File: src/rtl/prio_intc_pkg.sv
package prio_intc_pkg;
  localparam int N_HW_P  = 4;
  localparam int N_PIN_P = 5;
  localparam int N_EVT_P = 4;
  localparam int N_LVL_P = 2;
  localparam int SYNC_P  = 2;
  localparam int LV_LO   = 0;
  localparam int LV_HI   = 1;
endpackage

File: src/rtl/intc_src_flags.sv
module intc_src_flags #(
  parameter int N_HW  = 4,
  parameter int N_PIN = 5,
  parameter int N_EVT = 4,
  parameter int N_LVL = 2,
  parameter int SYNC  = 2,
  localparam int N_SW  = N_PIN + N_EVT,
  localparam int N_SRC = N_HW + N_SW + N_LVL
) (
  input  logic             clk,
  input  logic             rst,
  input  logic [N_HW-1:0]  hw_set,
  input  logic [N_HW-1:0]  hw_clr,
  input  logic [N_PIN-1:0] pin_raw,
  input  logic [N_PIN-1:0] pin_pol,
  input  logic [N_EVT-1:0] evt_in,
  input  logic [N_LVL-1:0] lvl_in,
  input  logic [N_SW-1:0]  sw_clr,
  output logic [N_SRC-1:0] pend
);
  logic [N_PIN-1:0] sync_q [SYNC];
  logic [N_HW-1:0]  hw_f;
  logic [N_SW-1:0]  sw_f;
  logic [N_SW-1:0]  sw_act;
  logic [N_LVL-1:0] lvl_q;

  genvar k;
  generate
    for (k = 0; k < SYNC; k++) begin : g_sync
      always_ff @(posedge clk) begin
        if (rst) sync_q[k] <= '0;
        else if (k == 0) sync_q[k] <= pin_raw;
        else sync_q[k] <= sync_q[(k == 0) ? 0 : k - 1];
      end
    end
  endgenerate

  assign sw_act = {evt_in, ~(sync_q[SYNC-1] ^ pin_pol)};

  always_ff @(posedge clk) begin
    if (rst) begin
      hw_f  <= '0;
      sw_f  <= '0;
      lvl_q <= '0;
    end else begin
      for (int i = 0; i < N_HW; i++)
        if (hw_set[i]) hw_f[i] <= 1'b1;
        else if (hw_clr[i]) hw_f[i] <= 1'b0;
      for (int i = 0; i < N_SW; i++)
        if (sw_clr[i]) sw_f[i] <= 1'b0;
        else if (sw_act[i]) sw_f[i] <= 1'b1;
      lvl_q <= lvl_in;
    end
  end

  assign pend = {lvl_q, sw_f, hw_f};

  generate
    for (k = 0; k < N_SW; k++) begin : g_chk_sw
      p_swclr_r3: assert property (@(posedge clk) disable iff (rst)
        sw_clr[k] |=> !sw_f[k]);
    end
    for (k = 0; k < N_HW; k++) begin : g_chk_hw
      p_hwset_r4: assert property (@(posedge clk) disable iff (rst)
        hw_set[k] |=> hw_f[k]);
    end
  endgenerate
endmodule

File: src/rtl/intc_pick.sv
module intc_pick #(
  parameter int N_SRC = 15,
  localparam int VW = $clog2(N_SRC)
) (
  input  logic [N_SRC-1:0] pend,
  input  logic [N_SRC-1:0] en_src,
  input  logic [N_SRC-1:0] prio_hi,
  input  logic             en_global,
  input  logic             allow_hi,
  input  logic             allow_lo,
  output logic             found,
  output logic [VW-1:0]    idx,
  output logic             hi
);
  logic [N_SRC-1:0] cand_hi, cand_lo;

  assign cand_hi = (allow_hi && en_global) ? (pend & en_src & prio_hi)  : '0;
  assign cand_lo = (allow_lo && en_global) ? (pend & en_src & ~prio_hi) : '0;

  always_comb begin
    found = 1'b0;
    idx   = '0;
    hi    = 1'b0;
    for (int i = N_SRC - 1; i >= 0; i--)
      if (cand_lo[i]) begin
        found = 1'b1;
        idx   = VW'(i);
      end
    for (int i = N_SRC - 1; i >= 0; i--)
      if (cand_hi[i]) begin
        found = 1'b1;
        idx   = VW'(i);
        hi    = 1'b1;
      end
  end
endmodule

File: src/rtl/intc_lvl_stack.sv
module intc_lvl_stack
  import prio_intc_pkg::*;
(
  input  logic       clk,
  input  logic       rst,
  input  logic       push,
  input  logic       push_hi,
  input  logic       pop,
  output logic [1:0] act
);
  always_ff @(posedge clk) begin
    if (rst) act <= 2'b00;
    else if (push) act[push_hi ? LV_HI : LV_LO] <= 1'b1;
    else if (pop) begin
      if (act[LV_HI]) act[LV_HI] <= 1'b0;
      else act[LV_LO] <= 1'b0;
    end
  end

  p_push_lo_idle_r8: assert property (@(posedge clk) disable iff (rst)
    (push && !push_hi) |-> (act == 2'b00));
  p_push_hi_free_r8: assert property (@(posedge clk) disable iff (rst)
    push |-> !act[LV_HI]);
endmodule

File: src/rtl/prio_intc.sv
module prio_intc
  import prio_intc_pkg::*;
#(
  parameter int N_HW  = N_HW_P,
  parameter int N_PIN = N_PIN_P,
  parameter int N_EVT = N_EVT_P,
  parameter int N_LVL = N_LVL_P,
  parameter int SYNC  = SYNC_P,
  localparam int N_SW  = N_PIN + N_EVT,
  localparam int N_SRC = N_HW + N_SW + N_LVL,
  localparam int VW    = $clog2(N_SRC)
) (
  input  logic             clk,
  input  logic             rst,
  input  logic [N_HW-1:0]  hw_set,
  input  logic [N_PIN-1:0] pin_raw,
  input  logic [N_PIN-1:0] pin_pol,
  input  logic [N_EVT-1:0] evt_in,
  input  logic [N_LVL-1:0] lvl_req,
  input  logic [N_SW-1:0]  sw_clr,
  input  logic             en_global,
  input  logic [N_SRC-1:0] en_src,
  input  logic [N_SRC-1:0] prio_hi,
  input  logic             irq_ack,
  input  logic             reti,
  output logic             irq_req,
  output logic [VW-1:0]    irq_vec,
  output logic             irq_hi,
  output logic [1:0]       act_lvl,
  output logic [N_SRC-1:0] pend
);
  logic            take;
  logic [N_HW-1:0] hw_clr;
  logic            found, pick_hi;
  logic [VW-1:0]   pick_idx;

  assign take = irq_ack && irq_req;

  genvar g;
  generate
    for (g = 0; g < N_HW; g++) begin : g_hwclr
      assign hw_clr[g] = take && (irq_vec == VW'(g));
    end
  endgenerate

  intc_src_flags #(.N_HW(N_HW), .N_PIN(N_PIN), .N_EVT(N_EVT),
                   .N_LVL(N_LVL), .SYNC(SYNC)) u_flags (
    .clk(clk), .rst(rst), .hw_set(hw_set), .hw_clr(hw_clr),
    .pin_raw(pin_raw), .pin_pol(pin_pol), .evt_in(evt_in),
    .lvl_in(lvl_req), .sw_clr(sw_clr), .pend(pend));

  intc_pick #(.N_SRC(N_SRC)) u_pick (
    .pend(pend), .en_src(en_src), .prio_hi(prio_hi), .en_global(en_global),
    .allow_hi(!act_lvl[LV_HI]), .allow_lo(act_lvl == 2'b00),
    .found(found), .idx(pick_idx), .hi(pick_hi));

  intc_lvl_stack u_stack (
    .clk(clk), .rst(rst), .push(take), .push_hi(irq_hi),
    .pop(reti), .act(act_lvl));

  always_ff @(posedge clk) begin
    if (rst) begin
      irq_req <= 1'b0;
      irq_vec <= '0;
      irq_hi  <= 1'b0;
    end else if (irq_req) begin
      if (irq_ack) irq_req <= 1'b0;
    end else if (found) begin
      irq_req <= 1'b1;
      irq_vec <= pick_idx;
      irq_hi  <= pick_hi;
    end
  end

  p_hold_r7: assert property (@(posedge clk) disable iff (rst)
    (irq_req && !irq_ack) |=> (irq_req && $stable(irq_vec) && $stable(irq_hi)));
  p_drop_r7: assert property (@(posedge clk) disable iff (rst)
    take |=> !irq_req);
  p_none_in_hi_r8: assert property (@(posedge clk) disable iff (rst)
    act_lvl[LV_HI] |-> !irq_req);
  p_lo_needs_idle_r8: assert property (@(posedge clk) disable iff (rst)
    (irq_req && !irq_hi) |-> (act_lvl == 2'b00));
  p_gate_r5: assert property (@(posedge clk) disable iff (rst)
    $rose(irq_req) |-> $past(en_global));
  p_stray_ack_r9: assert property (@(posedge clk) disable iff (rst)
    (irq_ack && !irq_req && !reti) |=> $stable(act_lvl));
endmodule

File: config.mk
export PLATFORM = sky130hd
export DESIGN_NAME = prio_intc
export DESIGN_NICKNAME = d
export VERILOG_FILES = /design/src/rtl/prio_intc_pkg.sv /design/src/rtl/intc_src_flags.sv /design/src/rtl/intc_pick.sv /design/src/rtl/intc_lvl_stack.sv /design/src/rtl/prio_intc.sv
export SDC_FILE = /design/constraint.sdc
export NUM_CORES = 1
export LEC_CHECK = 0
export BUFFER_PORTS_ARGS = -buffer_cell sky130_fd_sc_hd__buf_4
export CAP_MARGIN = 40
export CORE_MARGIN = 5
export CORE_UTILIZATION = 51
export DETAILED_ROUTE_END_ITERATION = 8
export HOLD_SLACK_MARGIN = 0.15
export PLACE_DENSITY = 0.84
export SYNTH_ARGS = -nofsm -noshare
export SYNTH_HDL_FRONTEND = slang
export SYNTH_HIERARCHICAL = 1
export SYNTH_SLANG_ARGS = --single-unit
export TNS_END_PERCENT = 100
File: constraint.sdc
create_clock -name clk -period 4.2 [get_ports clk]
set_clock_uncertainty 0.2 [all_clocks]
set_input_delay 0.42 -clock clk [delete_from_list [all_inputs] [get_ports clk]]
set_output_delay 0.42 -clock clk [all_outputs]
set_load 0.03 [all_outputs]
## Word-level counts from Yosys, hierarchy flattened

Memory sizes are Yosys's and may differ from the RTL's.
Index checks and enable logic that the tools add are counted.

- Register bits: 23
- Memory bits (writable): 10
- Input bits: 64
- Output and inout port bits: 23
- Word-level logic and storage cells: 162
- Memories: 1

- $lt $le $gt $ge: 2
- Equal/unequal tests: 4
- Multiplexer cells: 99
- Bitwise logic cells: 10
- Reductions and logical operators: 27

Memories:

| memory | depth | bits a word | read ports | clocked after memory_dff | wr ports | line | source |
|---|---|---|---|---|---|---|---|
| u_flags.sync_q | 2 | 5 | 2 | 0 | 2 | intc_src_flags.sv:21 | `logic [N_PIN-1:0] sync_q [SYNC];` |

Operators with widths:

| operator | count |
|---|---|
| 2-to-1 mux 4 bit | 30 |
| 2-to-1 mux 1 bit | 62 |
| bitwise AND 15 bit | 3 |
| >= comparator 32 x 1 -> 1 bit, second input constant | 1 |
| < comparator 32 x 3 -> 1 bit, second input constant | 1 |
| 2-to-1 mux 15 bit | 2 |
| OR reduction 2 bit | 9 |
| NOT 15 bit | 1 |
| 2-to-1 mux 5 bit | 2 |
| nonzero test 2 bit | 5 |
| equality test 4 x 2 -> 1 bit, second input constant | 2 |
| logical AND 1 bit | 8 |
| NOT 5 bit | 1 |
| XOR 5 bit | 1 |
| equality test 4 x 1 -> 1 bit, second input constant | 1 |
| zero test 4 bit | 1 |
| 2-to-1 mux 2 bit | 2 |
| AND reduction 2 bit | 2 |
| zero test 2 bit | 1 |
| inequality test 2 bit, second input constant | 1 |
| bitwise OR 1 bit | 2 |
| bitwise OR 2 bit | 1 |
| demux 1 bit (select 1 bit) | 1 |
| zero test 1 bit | 1 |
| NOT 1 bit | 1 |

## Depth between registers and ports, before layout

Gate-level depths: netlist of run 1.

- Depth in word-level cells: 35
- Gate-level depth with buffers: 11
- Mapped depth without buffers: 9

## Cells and area by module

Netlist of run 1, hierarchy kept.

By module, submodules not included:

| module | times used | cells each | area an instance (µm²) | sequential area each (µm²) |
|---|---|---|---|---|
| intc_src_flags | 1 | 74 | 788.3 | 500.5 |
| intc_pick | 1 | 115 | 775.7 | 0.0 |
| prio_intc | 1 | 34 | 316.6 | 120.1 |
| intc_lvl_stack | 1 | 8 | 88.8 | 40.0 |

## Worst setup path after synthesis of run 1

Ideal clock, no wire load.

- Path kind: reg-to-reg
- Start point: register u_stack.act[1]
- End point: register irq_vec[0]
- Setup time: 69 ps
- Data arrival time: 2490 ps
- Required time: 3931 ps
- Path slack: 1442 ps
- Cell stages (with the launch flop): 9
- Path through: dfxtp_1 > nor2_1 > nand2_2 > nor3_1 > or4_1 > nor2b_1 > or4b_1 > and2b_2 > o21ai_1

- Cells in the longest elaborated chain, start to end: 34

Ends and longest elaborated chain:

| what | line | source |
|---|---|---|
| start, declared | intc_lvl_stack.sv:9 | `output logic [1:0] act` |
| start signal, assigned | intc_lvl_stack.sv:12 | `if (rst) act <= 2'b00;` |
| start signal, assigned by index | intc_lvl_stack.sv:13 | `else if (push) act[push_hi ? LV_HI : LV_LO] <= 1'b1;` |
| start signal, assigned by index | intc_lvl_stack.sv:16 | `else act[LV_LO] <= 1'b0;` |
| zero test 2 bit | prio_intc.sv:54 | `.allow_hi(!act_lvl[LV_HI]), .allow_lo(act_lvl == 2'b00),` |
| logical AND 1 bit | intc_pick.sv:18 | `assign cand_lo = (allow_lo && en_global) ? (pend & en_src & ~prio_hi) : '0;` |
| 2-to-1 mux 15 bit | intc_pick.sv:18 |  |
| 2-to-1 mux 1 bit (15 in a row) | intc_pick.sv:25 | `if (cand_lo[i]) begin` |
| 2-to-1 mux 1 bit (14 in a row) | intc_pick.sv:30 | `if (cand_hi[i]) begin` |
| 2-to-1 mux 1 bit * | intc_pick.sv:30 |  |
| via found | prio_intc.sv:34 | `logic found, pick_hi;` |
| AND reduction 2 bit (no line) * | n/a |  |
| end signal, assigned | prio_intc.sv:70 | `irq_vec <= pick_idx;` |
| end, declared | prio_intc.sv:27 | `output logic [VW-1:0] irq_vec,` |

Mark *: on every way through the listed nets, which the timed path passes. The rest lies on a longest branch.
A chain may end at the register's enable or synchronous reset.

## Worst setup path after layout of run 1

- Start point: register u_stack.act[1]
- End point: register irq_vec[1]

Same word-level chain as after synthesis.

==> impl_metrics.env, run 1 <==
export IMPL_final_max_slew_viol_count=0
export IMPL_crit_slowest_cell="or4b_1"
export IMPL_cap_violations=0
export IMPL_grt_use_met1=0.301
export IMPL_nFillCells=293
export IMPL_routed_wl_um=5980
export IMPL_grt_pass1_wl_um=9750
export IMPL_synth_fp_nets=295
export IMPL_place_port_buffers=86
export IMPL_drc_errors=0
export IMPL_worst_setup_path_type="flip-flop to flip-flop"
export IMPL_ratio_of_cells_with_drive_above_1_in_the_final_layout=0.351
export IMPL_chipHeight_um=72.1
export IMPL_groute_layer_met2_usage=0.389
export IMPL_worst_r2r_cell_count=8
export IMPL_grt_pass1_vias=2040
export IMPL_multi_input_gate_area_mm2=0.00124
export IMPL_nets=392
export IMPL_critical_path_buf_inv_count=0
export IMPL_worstSetupStartpointType="flip-flop"
export IMPL_synth_top_area_share=0.335
export IMPL_placed_cells_incl_taps=360
export IMPL_synth_top_cells_by_area="dfxtp_1, nor2b_1, nand4_1, nor2_1, nand2b_1"
export IMPL_horizontal_die_dimension_um=72.1
export IMPL_sw_frac_of_total=0.306
export IMPL_grtUsageMet3=0.0734
export IMPL_postSynth_topFlopCell="dfxtp_1"
export IMPL_crit_path_end="irq_vec[1]"
export IMPL_synth_area_mm2=0.00197
export IMPL_cts_root_buf="clkbuf_8"
export IMPL_antenna_left=0
export IMPL_initial_drt_markers=135
export IMPL_synth_most_common_cell="dfxtp_1"
export IMPL_synth_avg_cell_area_um2=8.53
export IMPL_synth_lib_cells_used_distinct=54
export IMPL_tns_ns=0
export IMPL_seq_area_um2=661
export IMPL_report_final_hold_viol_count=0
export IMPL_net_switching_power_uw=254
export IMPL_worst_path_stages=8
export IMPL_clock_path_buffers=2
export IMPL_setup_viol_count_final=0
export IMPL_initial_antenna_violation_count=0
export IMPL_p_leak_uw=0.00126
export IMPL_crit_fanout=8
export IMPL_worst_r2r_setup_slack_ns=1.36
export IMPL_fin_cells=376
export IMPL_fin_area_mm2=0.00281
export IMPL_numClockSinks=33
export IMPL_path_delay_family="simple AND/OR/NAND/NOR gates"
export IMPL_cts_tree="built"
export IMPL_p_int_uw=575
export IMPL_setup_repair_after_global_routing_missed_its_margin="no"
export IMPL_timing_final_crit_share=0.677
export IMPL_ioPinCount=87
export IMPL_clock_latency_ns=0.28
export IMPL_ys_warn_count=6
export IMPL_timing_critical_path_from="u_stack/act[1]"
export IMPL_core_mm2=0.00369
export IMPL_detail_route_wl_per_cell_um=15.9
export IMPL_post_dp_cell_area_mm2=0.00263
export IMPL_vdd_drop_max_mv=0.259
export IMPL_report_power_total_uw=829
export IMPL_timing_critical_path_cells="nor2_1 -> nand2_2 -> nor3_1 -> or4_1 -> nor2b_1 -> or4b_1 -> and2b_2 -> o21ai_1"
export IMPL_ys_seq_area_frac=0.335
export IMPL_gp_congestion=0.935
export IMPL_n_antenna_cell=0
export IMPL_sequential_fraction_of_design_power=0.429
export IMPL_classification_of_the_worst_slack_hold_path="input pin to flip-flop"
export IMPL_normalized_max_slew_margin=0.689
export IMPL_pin_count_of_the_biggest_net_entering_global_routing=39
export IMPL_worstMarginPinSlew_ns=0.463
export IMPL_time_the_worst_path_needs_with_i_o_delays_and_setup_ns=2.84
export IMPL_gr_max_usage_layer="met2"
export IMPL_h_tree_depth=2
export IMPL_area_growth_pct=42.9
export IMPL_cts_buffers=5
export IMPL_arrival_ns=2.86
export IMPL_track_usage=0.236
export IMPL_result_of_the_run="complete, no violations"
export IMPL_achievable_frequency_ghz=0.352
export IMPL_worst_path_largest_cell_delay_ns=0.59
export IMPL_die_area_mm2=0.00520
export IMPL_worst_ep_required_time_ns=4.22
export IMPL_floorplan_initialDensity=0.534
export IMPL_grt_ovfl_total=0
export IMPL_synth_top_cells_by_count="dfxtp_1, nor2_1, nand2_1"
export IMPL_cp_endpoint_kind="flip-flop"
export IMPL_postSynthCellCount=231
export IMPL_vias_per_cell=5.63
export IMPL_postCtsSetupRepairBufs=0
export IMPL_timing_rr_start="u_stack/act[1]"
export IMPL_clk_transition_reported_paths_ns=0.07
export IMPL_core_rowCount=22
export IMPL_route_vias_total=2118
export IMPL_power_share_clock=0.297
export IMPL_synth_async_reset_ratio=0
export IMPL_comb_power_share=0.273
export IMPL_r2r_end="irq_vec[1]"
export IMPL_yosysTopAreaCell="dfxtp_1"
export IMPL_postSynthRegisterBits=33
export IMPL_post_cts_resized=0
export IMPL_estimated_wirelength_of_the_detail_placed_design_um=4480
export IMPL_post_synth_edffs=0
export IMPL_dr_pass1_iters=4
export IMPL_power_density_cell_area_mw_per_mm2=295
export IMPL_hold_ws_ns=0.167
## placed cells by master (no fill, tap or decap), drive strengths merged, types with 6 or more instances in the layout
cell type / count
a21oi: 13
and2: 7
and4: 6
buf: 86
clkbuf: 6
dfxtp: 33
dlygate4sd3: 9
inv: 6
nand2: 18
nand2b: 11
nand4: 13
nand4bb: 6
nor2: 19
nor2b: 12
nor3: 13
o21ai: 14
## per-stage QoR
step                      utilization  setup WS, ns
final                           0.763          1.36
after global routing            0.763          1.27
after CTS                       0.760          1.42
after floorplan                     -          1.44
after global placement          0.714          1.46
after detailed placement        0.714          1.40
## worst register-to-register path: stages, from the launching register on
cell and delay (ns):
dfxtp_1 0.40, nor2_1 0.11, nand2_2 0.19, nor3_1 0.13, or4_1 0.54, nor2b_1 0.17
or4b_1 0.59, and2b_2 0.30, o21ai_1 0.14
## sequential cells by signal, summed over array words and instances, names as in the netlist
register,flops
u_flags/sw_f,9
u_flags/hw_f,4
u_flags/lvl_q,2
irq_hi,1
irq_vec,4
u_stack/act,2
irq_req,1
u_flags/sync_q,10
## cell type report
class / instances / share of cell area
sequential: 33 / 0.235
tap: 48 / 0.0213
clock inverter: 1 / 0.00267
inverter: 6 / 0.00800
clock buffer: 6 / 0.0293
multi-input combinational: 187 / 0.442
timing repair buffer: 95 / 0.261
## routing by layer
metal,part of all wire,up-vias
met5,0,-
met4,0.0097,0
met3,0.091,7
met2,0.47,91
met1,0.43,976
li1,-,1044
## power groups by stage
stage	Combinational [uW]	Sequential, uW	Clock (uW)
5_1_grt	243	360	267
3_3_place_gp	212	361	0
6_report	226	356	246
4_1_cts	223	355	252
3_5_place_dp	216	362	0
2_1_floorplan	92.3	389	0
## how the worst min path moves through the flow
stage                              start                   end  slack, ns  depth (start not counted)
floorplan           u_flags/sync_q[0][0]  u_flags/sync_q[1][0]       0.21                          1
CTS                           pin_raw[3]  u_flags/sync_q[0][3]       0.15                          2
detailed placement  u_flags/sync_q[0][3]  u_flags/sync_q[1][3]       0.23                          1
global route                   hw_set[2]       u_flags/hw_f[2]       0.16                          3
finish                         hw_set[2]       u_flags/hw_f[2]       0.17                          3
global placement    u_flags/sync_q[0][0]  u_flags/sync_q[1][0]       0.22                          1
## cell families (layout without fill, tap and decap cells)
logic type | Yosys count | count (layout) | share of synthesized area
buffers and inverters | 11 | 108 | 0.0324
and+or+nand+nor | 135 | 135 | 0.450
xor gates and xnor gates | 5 | 5 | 0.0222
AOI/OAI and AO/OA | 47 | 47 | 0.159
DFF | 33 | 33 | 0.335
## what timing repair did
item,4_1_cts,5_1_grt
endpoints found under the hold margin,8,1
hold buffers,8,1
endpoints found under the setup margin,0,0
(Power assumes the default switching activity.)
==> run 2, diff against run 1 <==
--- a/config.mk
+++ b/config.mk
@@ -8,10 +8,10 @@
 export BUFFER_PORTS_ARGS = -buffer_cell sky130_fd_sc_hd__buf_4
 export CAP_MARGIN = 40
 export CORE_MARGIN = 5
-export CORE_UTILIZATION = 51
+export CORE_UTILIZATION = 47
 export DETAILED_ROUTE_END_ITERATION = 8
 export HOLD_SLACK_MARGIN = 0.15
-export PLACE_DENSITY = 0.84
+export PLACE_DENSITY = 0.79
 export SYNTH_ARGS = -nofsm -noshare
 export SYNTH_HDL_FRONTEND = slang
 export SYNTH_HIERARCHICAL = 1
==> constraint.sdc (replaced) <==
create_clock -name clk -period 2.9 [get_ports clk]
set_clock_uncertainty 0.2 [all_clocks]
set_input_delay 0.29 -clock clk [delete_from_list [all_inputs] [get_ports clk]]
set_output_delay 0.29 -clock clk [all_outputs]
set_load 0.03 [all_outputs]
==> impl_metrics.env, run 2 (synthesized netlist as in run 1, its figures left out) <==
export IMPL_result_of_the_run="complete, no violations"
export IMPL_track_usage=0.221
export IMPL_clk_transition_reported_paths_ns=0.07
export IMPL_power_density_cell_area_mw_per_mm2=399
export IMPL_worst_path_largest_cell_delay_ns=0.55
export IMPL_pin_count_of_the_biggest_net_entering_global_routing=39
export IMPL_worst_ep_required_time_ns=2.91
export IMPL_worst_setup_path_type="flip-flop to flip-flop"
export IMPL_fin_area_mm2=0.00301
export IMPL_initial_antenna_violation_count=0
export IMPL_seq_area_um2=661
export IMPL_grt_pass1_wl_um=9510
export IMPL_critical_path_buf_inv_count=0
export IMPL_route_vias_total=2122
export IMPL_horizontal_die_dimension_um=74.7
export IMPL_registers_top_by_ff_count="u_flags/sync_q"
export IMPL_vdd_drop_max_mv=0.298
export IMPL_report_final_hold_viol_count=0
export IMPL_classification_of_the_worst_slack_hold_path="input pin to flip-flop"
export IMPL_dr_pass1_iters=4
export IMPL_layout_cells_most_common_list="buf_4, dfxtp_1, dlygate4sd3_1"
export IMPL_gp_congestion=0.927
export IMPL_grt_pass1_vias=2171
export IMPL_place_port_buffers=86
export IMPL_floorplan_initialDensity=0.489
export IMPL_postCtsSetupRepairBufs=0
export IMPL_vias_per_cell=5.32
export IMPL_area_growth_pct=53.0
export IMPL_p_leak_uw=0.00136
export IMPL_estimated_wirelength_of_the_detail_placed_design_um=4430
export IMPL_timing_final_crit_share=0.946
export IMPL_cts_tree="built"
export IMPL_initial_drt_markers=118
export IMPL_time_the_worst_path_needs_with_i_o_delays_and_setup_ns=2.74
export IMPL_n_antenna_cell=0
export IMPL_clock_latency_ns=0.28
export IMPL_core_rowCount=23
export IMPL_setup_viol_count_final=0
export IMPL_reg_largest_list="u_flags/sync_q: 10 flops, u_flags/sw_f: 9 flops"
export IMPL_crit_fanout=8
export IMPL_achievable_frequency_ghz=0.364
export IMPL_final_common_cell="buf_4"
export IMPL_h_tree_depth=2
export IMPL_post_dp_cell_area_mm2=0.00264
export IMPL_clock_path_buffers=2
export IMPL_normalized_max_slew_margin=0.666
export IMPL_layout_core_utilization=0.748
export IMPL_multi_input_gate_area_mm2=0.00125
export IMPL_chipHeight_um=74.7
export IMPL_grt_ovfl_total=0
export IMPL_drc_errors=0
export IMPL_cap_violations=0
export IMPL_number_of_flip_flops_in_the_largest_register=10
export IMPL_crit_slowest_cell="or4_1"
export IMPL_detail_route_wl_per_cell_um=14.9
export IMPL_worstSetupStartpointType="flip-flop"
export IMPL_setup_repair_after_global_routing_missed_its_margin="no"
export IMPL_arrival_ns=2.76
export IMPL_path_delay_family="simple AND/OR/NAND/NOR gates"
export IMPL_cts_buffers=5
export IMPL_numClockSinks=33
export IMPL_nets=412
export IMPL_core_mm2=0.00403
export IMPL_tns_ns=0
export IMPL_ratio_of_cells_with_drive_above_1_in_the_final_layout=0.330
export IMPL_cp_endpoint_kind="flip-flop"
export IMPL_antenna_left=0
export IMPL_final_max_slew_viol_count=0
export IMPL_nFillCells=302
export IMPL_die_area_mm2=0.00558
export IMPL_ioPinCount=87
export IMPL_worstMarginPinSlew_ns=0.497
export IMPL_timing_critical_path_cells="nor2_1 -> nand2_2 -> nor3_1 -> or4_1 -> nor2b_1 -> or4b_4 -> and2b_2 -> o21ai_1"
export IMPL_routed_wl_um=5940
export IMPL_cts_root_buf="clkbuf_8"
==> run 2: final timing paths <==
path	depth (start not counted)	slack, ns	from	endpoint
max	8	0.16	u_stack/act[1]	irq_hi
min	4	0.17	reti	u_stack/act[1]
min reg2reg	1	0.24	u_flags/sync_q[0][4]	u_flags/sync_q[1][4]
max reg2reg	8	0.16	u_stack/act[1]	irq_hi
==> run 2: routing by layer <==
layer  routed length, um  global-route usage  up-vias  share of wire
met3                 558              0.0854       12          0.094
met5                   0                   0        -              0
met1                2530               0.264      942           0.43
met2                2750               0.368       83           0.46
li1                    -                   -     1085              -
met4                 102              0.0711        0          0.017
==> run 2: cell type report <==
type,instances,share of cell area
Timing Repair Buffer,115,0.311
Multi-Input combinational cell,187,0.414
Inverter,6,0.00747
Sequential cell,33,0.219
Tap cell,50,0.0208
Clock buffer,7,0.0253
Clock inverter,1,0.00249
==> run 2: what timing repair did <==
action / CTS / global route
hold buffers: 29 / 0
endpoints found under the setup margin: 0 / 5
resized for setup: 0 / 1
hold endpoints to repair: 20 / 0
==> run 2: worst min-delay path, cell delays in order <==
cell      delay, ns
buf_4          0.12
nand2b_4       0.06
a22oi_1        0.06
nor2_1         0.08
==> run 2: metrics by stage <==
step	std cells	setup WS, ns	hold WS [ns]	total power (uW)
floorplan	231	0.142	0.152	697
global placement	362	0.247	0.218	832
detailed placement	362	0.153	0.226	836
CTS	399	0.114	0.162	1210
global route	399	0.0475	0.175	1260
finish	399	0.156	0.169	1200
==> run 2: where the power goes <==
| part | switching [uW] | total [uW] | leakage [uW] | internal, uW |
|---|---|---|---|---|
| logic | 166 | 348 | 0.00105 | 182 |
| clock network | 169 | 339 | 0.0000385 | 170 |
| registers | 31.1 | 514 | 0.000272 | 483 |
| total | 366 | 1200 | 0.00136 | 835 |
==> run 3, diff against run 2 <==
--- a/config.mk
+++ b/config.mk
@@ -11,7 +11,7 @@
 export CORE_UTILIZATION = 47
 export DETAILED_ROUTE_END_ITERATION = 8
 export HOLD_SLACK_MARGIN = 0.15
-export PLACE_DENSITY = 0.79
+export PLACE_DENSITY_LB_ADDON = 0.2
 export SYNTH_ARGS = -nofsm -noshare
 export SYNTH_HDL_FRONTEND = slang
 export SYNTH_HIERARCHICAL = 1
==> impl_metrics.env, run 3 (synthesized netlist as in run 1, its figures left out) <==
export IMPL_result_of_the_run="complete, no violations"
export IMPL_clock_latency_ns=0.28
export IMPL_initial_antenna_violation_count=0
export IMPL_grt_pass1_vias=2166
export IMPL_n_antenna_cell=0
export IMPL_gp_congestion=0.892
export IMPL_cts_root_buf="clkbuf_8"
export IMPL_worstSetupStartpointType="flip-flop"
export IMPL_initial_drt_markers=90
export IMPL_registers_top_by_ff_count="u_flags/sync_q"
export IMPL_antenna_left=0
export IMPL_crit_fanout=8
export IMPL_nets=412
export IMPL_route_vias_total=2151
export IMPL_place_port_buffers=86
export IMPL_h_tree_depth=2
export IMPL_r2r_end="irq_vec[2]"
export IMPL_path_delay_family="simple AND/OR/NAND/NOR gates"
export IMPL_setup_repair_after_global_routing_missed_its_margin="no"
export IMPL_vias_per_cell=5.39
export IMPL_estimated_wirelength_of_the_detail_placed_design_um=4420
export IMPL_dr_pass1_iters=4
export IMPL_fin_cells=399
export IMPL_floorplan_initialDensity=0.489
export IMPL_worst_r2r_setup_slack_ns=0.19
export IMPL_core_mm2=0.00403
export IMPL_power_density_cell_area_mw_per_mm2=430
export IMPL_p_leak_uw=0.00138
export IMPL_timing_critical_path_cells="nor2_1 -> nand2_2 -> nor3_1 -> or4_1 -> nor2b_1 -> or4b_4 -> and2b_2 -> o21ai_1"
export IMPL_tns_ns=0
export IMPL_horizontal_die_dimension_um=74.7
export IMPL_numClockSinks=33
export IMPL_placed_cells_incl_taps=362
export IMPL_track_usage=0.227
export IMPL_ioPinCount=87
export IMPL_postCtsSetupRepairBufs=0
export IMPL_achievable_frequency_ghz=0.370
export IMPL_arrival_ns=2.72
export IMPL_detail_route_wl_per_cell_um=15.1
export IMPL_core_rowCount=23
export IMPL_grt_ovfl_total=0
export IMPL_grt_pass1_wl_um=9640
export IMPL_drc_errors=0
export IMPL_worst_r2r_cell_count=8
export IMPL_area_growth_pct=54.7
export IMPL_layout_cells_most_common_list="buf_4, dfxtp_1, dlygate4sd3_1"
export IMPL_whs_path_depth=4
export IMPL_report_final_hold_viol_count=0
export IMPL_timing_rr_start="u_stack/act[1]"
export IMPL_clk_transition_reported_paths_ns=0.07
export IMPL_clock_path_buffers=2
export IMPL_time_the_worst_path_needs_with_i_o_delays_and_setup_ns=2.71
export IMPL_cts_buffers=5
export IMPL_hold_ws_ns=0.164
export IMPL_ratio_of_cells_with_drive_above_1_in_the_final_layout=0.332
export IMPL_classification_of_the_worst_slack_hold_path="input pin to flip-flop"
export IMPL_worstMarginPinSlew_ns=0.521
export IMPL_die_area_mm2=0.00558
export IMPL_worst_setup_path_type="flip-flop to flip-flop"
export IMPL_worst_ep_required_time_ns=2.92
export IMPL_hold_path_startpoint="reti"
export IMPL_number_of_flip_flops_in_the_largest_register=10
export IMPL_vdd_drop_max_mv=0.306
export IMPL_final_common_cell="buf_4"
export IMPL_critical_path_buf_inv_count=0
export IMPL_normalized_max_slew_margin=0.650
export IMPL_pin_count_of_the_biggest_net_entering_global_routing=39
export IMPL_final_max_slew_viol_count=0
export IMPL_setup_viol_count_final=0
export IMPL_crit_slowest_cell="or4_1"
export IMPL_cts_tree="built"
export IMPL_worst_hold_path_endpoint="u_stack/act[1]"
export IMPL_cap_violations=0
export IMPL_worst_path_largest_cell_delay_ns=0.54
export IMPL_chipHeight_um=74.7
export IMPL_timing_final_crit_share=0.933
export IMPL_reg_largest_list="u_flags/sync_q: 10 flops, u_flags/sw_f: 9 flops"
export IMPL_cp_endpoint_kind="flip-flop"
export IMPL_routed_wl_um=6040
[run 3: layout make-up]
class,instances,area (um^2)
repair buffers,115,936
clock buffers,7,86.3
well taps,50,62.6
fillers,296,982
inverters,6,22.5
flip-flops and latches,33,661
multi-input cells,187,1250
clock inverters,1,30.0
[run 3: routing by layer]
layer  up-vias  global-route usage  part of all wire
met4         0              0.0771             0.017
met5         -                   0                 0
li1       1082                   -                 -
met3         8              0.0654             0.087
met1       984               0.259              0.41
met2        77               0.403              0.49
[run 3: worst max path at each step]
stage                         from         end  slack, ns  depth (start not counted)
finish              u_stack/act[1]  irq_vec[2]       0.19                          8
global route        u_stack/act[1]  irq_vec[0]      0.004                          8
CTS                 u_stack/act[1]  irq_vec[2]       0.12                          8
detailed placement  u_stack/act[1]      irq_hi       0.14                          8
global placement    u_stack/act[1]  irq_vec[1]       0.26                          9
floorplan           u_stack/act[1]  irq_vec[1]       0.14                          8
[run 3: worst reg2reg max path, cell delays in order (launching register included)]
cell and delay [ns]:
dfxtp_1 0.41, nor2_1 0.12, nand2_2 0.18, nor3_1 0.13, or4_1 0.54, nor2b_1 0.15, or4b_4 0.52, and2b_2 0.27
o21ai_1 0.13
[run 3: report_power, final]
part	internal, uW	switching [uW]	leakage (uW)	total (uW)
clock	280	167	0.0000585	447
combinational	182	167	0.00105	349
sequential	483	30.2	0.000272	514
total	946	364	0.00138	1310
[run 3: repair_timing]
item	4_1_cts	5_1_grt
hold endpoints to repair	20	0
setup endpoints to repair	0	5
hold buffers	29	0
resized for setup	0	1
[run 3: through the flow]
| stage | area, um^2 | total power [uW] | utilization | setup WS [ns] |
|---|---|---|---|---|
| after floorplan | 1970 | 697 | - | 0.142 |
| after global placement | 2640 | 830 | 0.654 | 0.256 |
| after detailed placement | 2640 | 835 | 0.654 | 0.138 |
| after CTS | 3040 | 1310 | 0.755 | 0.120 |
| after global routing | 3050 | 1370 | 0.756 | 0.00416 |
| final | 3050 | 1310 | 0.756 | 0.194 |
